**src/rtl/cpage_stack.sv**
```systemverilog
`timescale 1ns/1ps
module cpage_stack #(
  parameter int SLOTS = 4
) (
  input  logic        clk,
  input  logic        rst_n,
  input  logic        pg_push,
  input  logic [2:0]  pg_sub,
  input  logic [3:0]  pg_len,
  input  logic        pg_pop,
  input  logic        pg_base,
  input  logic        retire,
  input  logic        branch,
  input  logic        csr_we,
  input  logic [30:0] csr_wd,
  output logic [30:0] csr_rd,
  output logic [2:0]  cur_sub,
  output logic        base_mode,
  output logic        push_ovf
);
  localparam logic [3:0] HELD = 4'b1111;
  localparam logic [2:0] FULL = 3'(SLOTS);

  logic [SLOTS-1:0][6:0] slot, slot_n;
  logic [2:0] depth, depth_n;
  logic       ovf_n;
  logic [1:0] top;

  assign top       = 2'(depth - 3'd1);
  assign base_mode = (depth == 3'd0);
  assign cur_sub   = base_mode ? 3'd0 : slot[top][6:4];
  assign csr_rd    = {depth, slot};

  always_comb begin
    slot_n  = slot;
    depth_n = depth;
    ovf_n   = 1'b0;
    if (csr_we) begin
      depth_n = (csr_wd[30:28] > FULL) ? FULL : csr_wd[30:28];
      for (int i = 0; i < SLOTS; i++)
        slot_n[i] = (3'(i) < depth_n) ? csr_wd[7*i +: 7] : 7'd0;
    end else if (pg_base) begin
      slot_n  = '0;
      depth_n = 3'd0;
    end else if (pg_pop) begin
      if (depth != 3'd0) begin
        slot_n[top] = 7'd0;
        depth_n     = depth - 3'd1;
      end
    end else if (pg_push) begin
      if (depth == FULL) ovf_n = 1'b1;
      else begin
        slot_n[depth[1:0]] = {pg_sub, pg_len};
        depth_n            = depth + 3'd1;
      end
    end else if (branch) begin
      for (int i = SLOTS-1; i >= 0; i--)
        if (depth_n != 3'd0 && 3'(i) == depth_n - 3'd1 && slot_n[i][3:0] != HELD) begin
          slot_n[i] = 7'd0;
          depth_n   = depth_n - 3'd1;
        end
    end else if (retire && depth != 3'd0) begin
      if (slot[top][3:0] == HELD) ;
      else if (slot[top][3:0] <= 4'd1) begin
        slot_n[top] = 7'd0;
        depth_n     = depth - 3'd1;
      end else
        slot_n[top][3:0] = slot[top][3:0] - 4'd1;
    end
  end

  always_ff @(posedge clk or negedge rst_n) begin
    if (!rst_n) begin
      slot     <= '0;
      depth    <= 3'd0;
      push_ovf <= 1'b0;
    end else begin
      slot     <= slot_n;
      depth    <= depth_n;
      push_ovf <= ovf_n;
    end
  end

  a_r3_no_overflow: assert property (@(posedge clk) disable iff (!rst_n)
    csr_rd[30:28] <= FULL);
  a_r3_full_push_dropped: assert property (@(posedge clk) disable iff (!rst_n)
    (pg_push && !csr_we && !pg_base && !pg_pop && csr_rd[30:28] == FULL)
    |=> (push_ovf && $stable(csr_rd)));
  a_r5_base_clears: assert property (@(posedge clk) disable iff (!rst_n)
    (pg_base && !csr_we) |=> (csr_rd == 31'd0));
  a_r8_write_loads: assert property (@(posedge clk) disable iff (!rst_n)
    (csr_we && csr_wd[30:28] == FULL) |=> (csr_rd == $past(csr_wd)));
  a_r9_base_shows_zero: assert property (@(posedge clk) disable iff (!rst_n)
    base_mode |-> (cur_sub == 3'd0 && csr_rd == 31'd0));
  a_r2_held_survives: assert property (@(posedge clk) disable iff (!rst_n)
    (retire && !csr_we && !pg_base && !pg_pop && !pg_push && !branch
     && !base_mode && csr_rd[3:0] == HELD && csr_rd[30:28] == 3'd1)
    |=> $stable(csr_rd));
endmodule

```
**config.mk**
```make
export PLATFORM = sky130hd
export DESIGN_NAME = cpage_stack
export DESIGN_NICKNAME = d
export VERILOG_FILES = /design/src/rtl/cpage_stack.sv
export SDC_FILE = /design/constraint.sdc
export NUM_CORES = 1
export LEC_CHECK = 0
export ABC_AREA = 1
export CAP_MARGIN = 15
export CORE_MARGIN = 2
export CORE_UTILIZATION = 59
export DETAILED_ROUTE_END_ITERATION = 10
export DONT_BUFFER_PORTS = 1
export GPL_TIMING_DRIVEN = 0
export HOLD_SLACK_MARGIN = 0.15
export MAX_ROUTING_LAYER = met4
export PLACE_DENSITY = 0.75
export SYNTH_ARGS = -nofsm -noshare
export SYNTH_HDL_FRONTEND = slang
export SYNTH_SLANG_ARGS = --single-unit
```
**constraint.sdc**
```tcl
create_clock -name clk -period 4.9 [get_ports clk]
set_input_delay 0.735 -clock clk [delete_from_list [all_inputs] [get_ports clk]]
set_output_delay 0.735 -clock clk [all_outputs]
set_load 0.01 [all_outputs]
```
==> impl_metrics.tcl <==
set metrics [dict create \
    status "complete, no violations" \
    setup_violations 0 \
    startpoint_type "flip-flop" \
    drive_gt1_frac 0.08885 \
    synth_top_family_by_area "simple AND/OR/NAND/NOR gates" \
    synth_area_sq_um 3254 \
    ios 82 \
    ys_seq_area_frac 0.2461 \
    yosysMostFrequentCell "nand2_1" \
    diodes 0 \
    yosys.area.top_type "dfrtp_1" \
    fin_ws_ns 0.3481 \
    hold_viol_final 0 \
    yosys_most_used_dff "dfrtp_1" \
    dr.pass1.iters 5 \
    synth.mux.area_fraction 0 \
    worstReg2RegEnd "csr_rd[9]" \
    end_kind "flip-flop" \
    synth-compound-area-share 0.2880 \
    arrival_ns 4.72 \
    power_mw 1.612 \
    r2r-start "depth[0]" \
    crit_required_ns 5.07 \
    cts_tree "done" \
    synth_common_cells "nand2_1 (111), o21ai_0 (80), inv_1 (68)" \
    regToRegSetupSlack_ns 0.35 \
    cp_cell_sequence "buf_4 > inv_2 > clkbuf_4 > ha_2 > nand2_1 > nor2_2 > nand2_1 > nand2_1 > nand2_1 > nor2_2 > ha_1 > nand2_1 > nor2_1 > nand3_1 > nand2_1 > ha_1 > nand4_1 > buf_4 > a22oi_1 > o21ai_0 > nor2_2 > inv_2 > a21oi_1 > a22oi_1" \
    post-route-util 0.6481 \
    cpPeakStageDelay_ns 0.52 \
    drv_cap 0 \
    syn-num-nets 579 \
    slowest_stage "dfrtp_1" \
    htree_levels 2 \
    grt_start_max_net_pins 33 \
    cts_sinks 32 \
    path_buf_inv 5 \
    hp-class "primary input to asynchronous set/reset pin" \
    p_leak_nw 1.662 \
    synth_top_area_share 0.2461 \
    synthXorXnorAreaFrac 0.005383 \
    rsz0062_at_grt "no" \
    reg2reg_depth 24 \
    grt_usage 0.3998 \
    drtIter0Drc 387 \
    synth-simple-area-share 0.2983 \
    ys_types 41 \
    fmax_ghz 0.2197 \
    crit_type "flip-flop to flip-flop" \
    synth_edf_count 0 \
    tns_ns 0 \
    relSlewSlack 0.4486 \
    pre_cts_slack_ns 0.2547 \
    skew_ns 0.005341 \
    period_share 0.9290 \
    vias 3820 \
    drc 0 \
    dp_hpwl_mm 8.904 \
    powerDensity_nw_per_um2 460.0 \
    start_util 0.6021 \
    syn_inst 519 \
    cts_made_buffers 5 \
    vdd_drop_max_mv 0.2652 \
    area_growth_pct 7.651 \
    worstMarginPinSlew_ns 0.8185 \
    antenna_found_initial 0 \
    synthArstFlopShare 1.000 \
    yosysWarnings 0 \
    avgSynthCellArea_sq_um 6.270 \
    port-buffer-count 0 \
    grt_pass1_wl_mm 18.17 \
    grt_pass1_vias 3525 \
    synth-adder-area-share 0.05383 \
    critical-path-top-delay-family "simple AND/OR/NAND/NOR gates" \
    die_x_um 78.27 \
    synth-seq-cells 32 \
    die_h_um 78.27 \
    synth_area_leaders "dfrtp_1 (25%), nand2_1 (13%), o21ai_0 (12%), inv_1 (7.8%), a21oi_1 (5.7%)" \
    wl_per_cell_um 19.31 \
    slew_violations 0 \
    clk_pin_slew_ns 0.08 \
    drt-total-wl_mm 11.61 \
    die_area_sq_um 6126 \
    final_antenna_net_count 0 \
    cts_buffer_depth 2 \
    core_sq_um 5405 \
    gp_congestion 1.007 \
    clockRootBuffer "clkbuf_8" \
    path_common_cell "nand2_1" \
    grt_overflow 0 \
    nets 588 \
    clock_latency_ns 0.29 \
    crit_fanout 13 \
    viasPerCell 6.356 \
    rows 27 \
    final.min_clock_period_ns 4.552 \
]
==> per-stage QoR <==
step           cells  hold WS [ns]  cell area (sq um)
3_3_place_gp     591        0.4400               3344
5_1_grt          601        0.2726               3503
3_5_place_dp     591        0.4401               3344
4_1_cts          600        0.2696               3491
6_report         601        0.2614               3503
2_1_floorplan    519        0.4394               3254
==> metal layers <==
metal / GRT usage / share of wire / up-vias
li1: - / - / 1776
met2: 0.6336 / 0.44 / 252
met5: - / 0 / -
met1: 0.5061 / 0.41 / 1752
met4: 0.1351 / 0.035 / 0
met3: 0.09195 / 0.11 / 40
==> report_power, final <==
group          switching [mW]  internal [mW]  leakage (nW)
Combinational           0.636          0.262          1.19
Clock                   0.110          0.180        0.0645
Sequential              0.106          0.319         0.407
==> worst max-delay path by stage <==
stage          startpoint        end  cells after the start
6_report         depth[0]  csr_rd[9]                     24
5_1_grt          depth[0]  csr_rd[7]                     24
4_1_cts          depth[0]  csr_rd[7]                     23
3_5_place_dp     depth[0]  csr_rd[7]                     23
3_3_place_gp     depth[0]  csr_rd[5]                     24
2_1_floorplan    depth[0]  csr_rd[4]                     24
==> cell families (layout without fill, tap and decap cells) <==
kind of cell | after synthesis | count (layout)
AND/OR/NAND/NOR | 214 | 214
AO/OA/AOI/OAI | 165 | 165
buffers and inverters | 92 | 102
flip-flops | 32 | 32
adder cells (fa/ha/maj) | 14 | 14
XOR/XNOR | 2 | 2
==> cell usage in the layout, fill, tap and decap left out, types with 5 or more instances in the layout <==
cell	n
a22oi_1	12
o21ai_1	6
inv_2	8
a21oi_1	37
clkbuf_1	11
a211oi_1	5
dfrtp_1	32
nor3_1	5
nor2_1	40
nand4_1	7
nand3_1	27
a31oi_1	8
ha_1	13
nand2_2	5
inv_1	68
o21ai_0	80
nand2_1	111
nor2_2	8
clkbuf_8	7
==> worst register-to-register path, delay by kind of cell, from the launching register on <==
kind                       cells  cell delay, ns
and+or+nand+nor               12            1.50
buffers and inverters          5            0.98
adders and majority gates      3            0.85
AOI/OAI and AO/OA              4            0.57
DFF                            1            0.52
==> registers in the layout (all words and copies together), names as in the netlist <==
name,flops
csr_rd,28
depth,3
push_ovf,1
==> final cells by class <==
type,instances,area (sq um)
Timing Repair Buffer,2,27.53
Inverter,78,294.0
Buffer,14,61.31
Tap cell,72,90.09
Clock inverter,1,30.03
Sequential cell,32,800.8
Fill cell,508,1902
Clock buffer,7,96.34
Multi-Input combinational cell,395,2103
==> repair_timing <==
action / 4_1_cts / 5_1_grt
endpoints found under the hold margin: 32 / 0
hold buffers: 1 / 0
setup buffers: 0 / 1
endpoints found under the setup margin: 0 / 11
gates resized for setup: 0 / 2
Note: power is estimated with default switching activity, not from simulation.
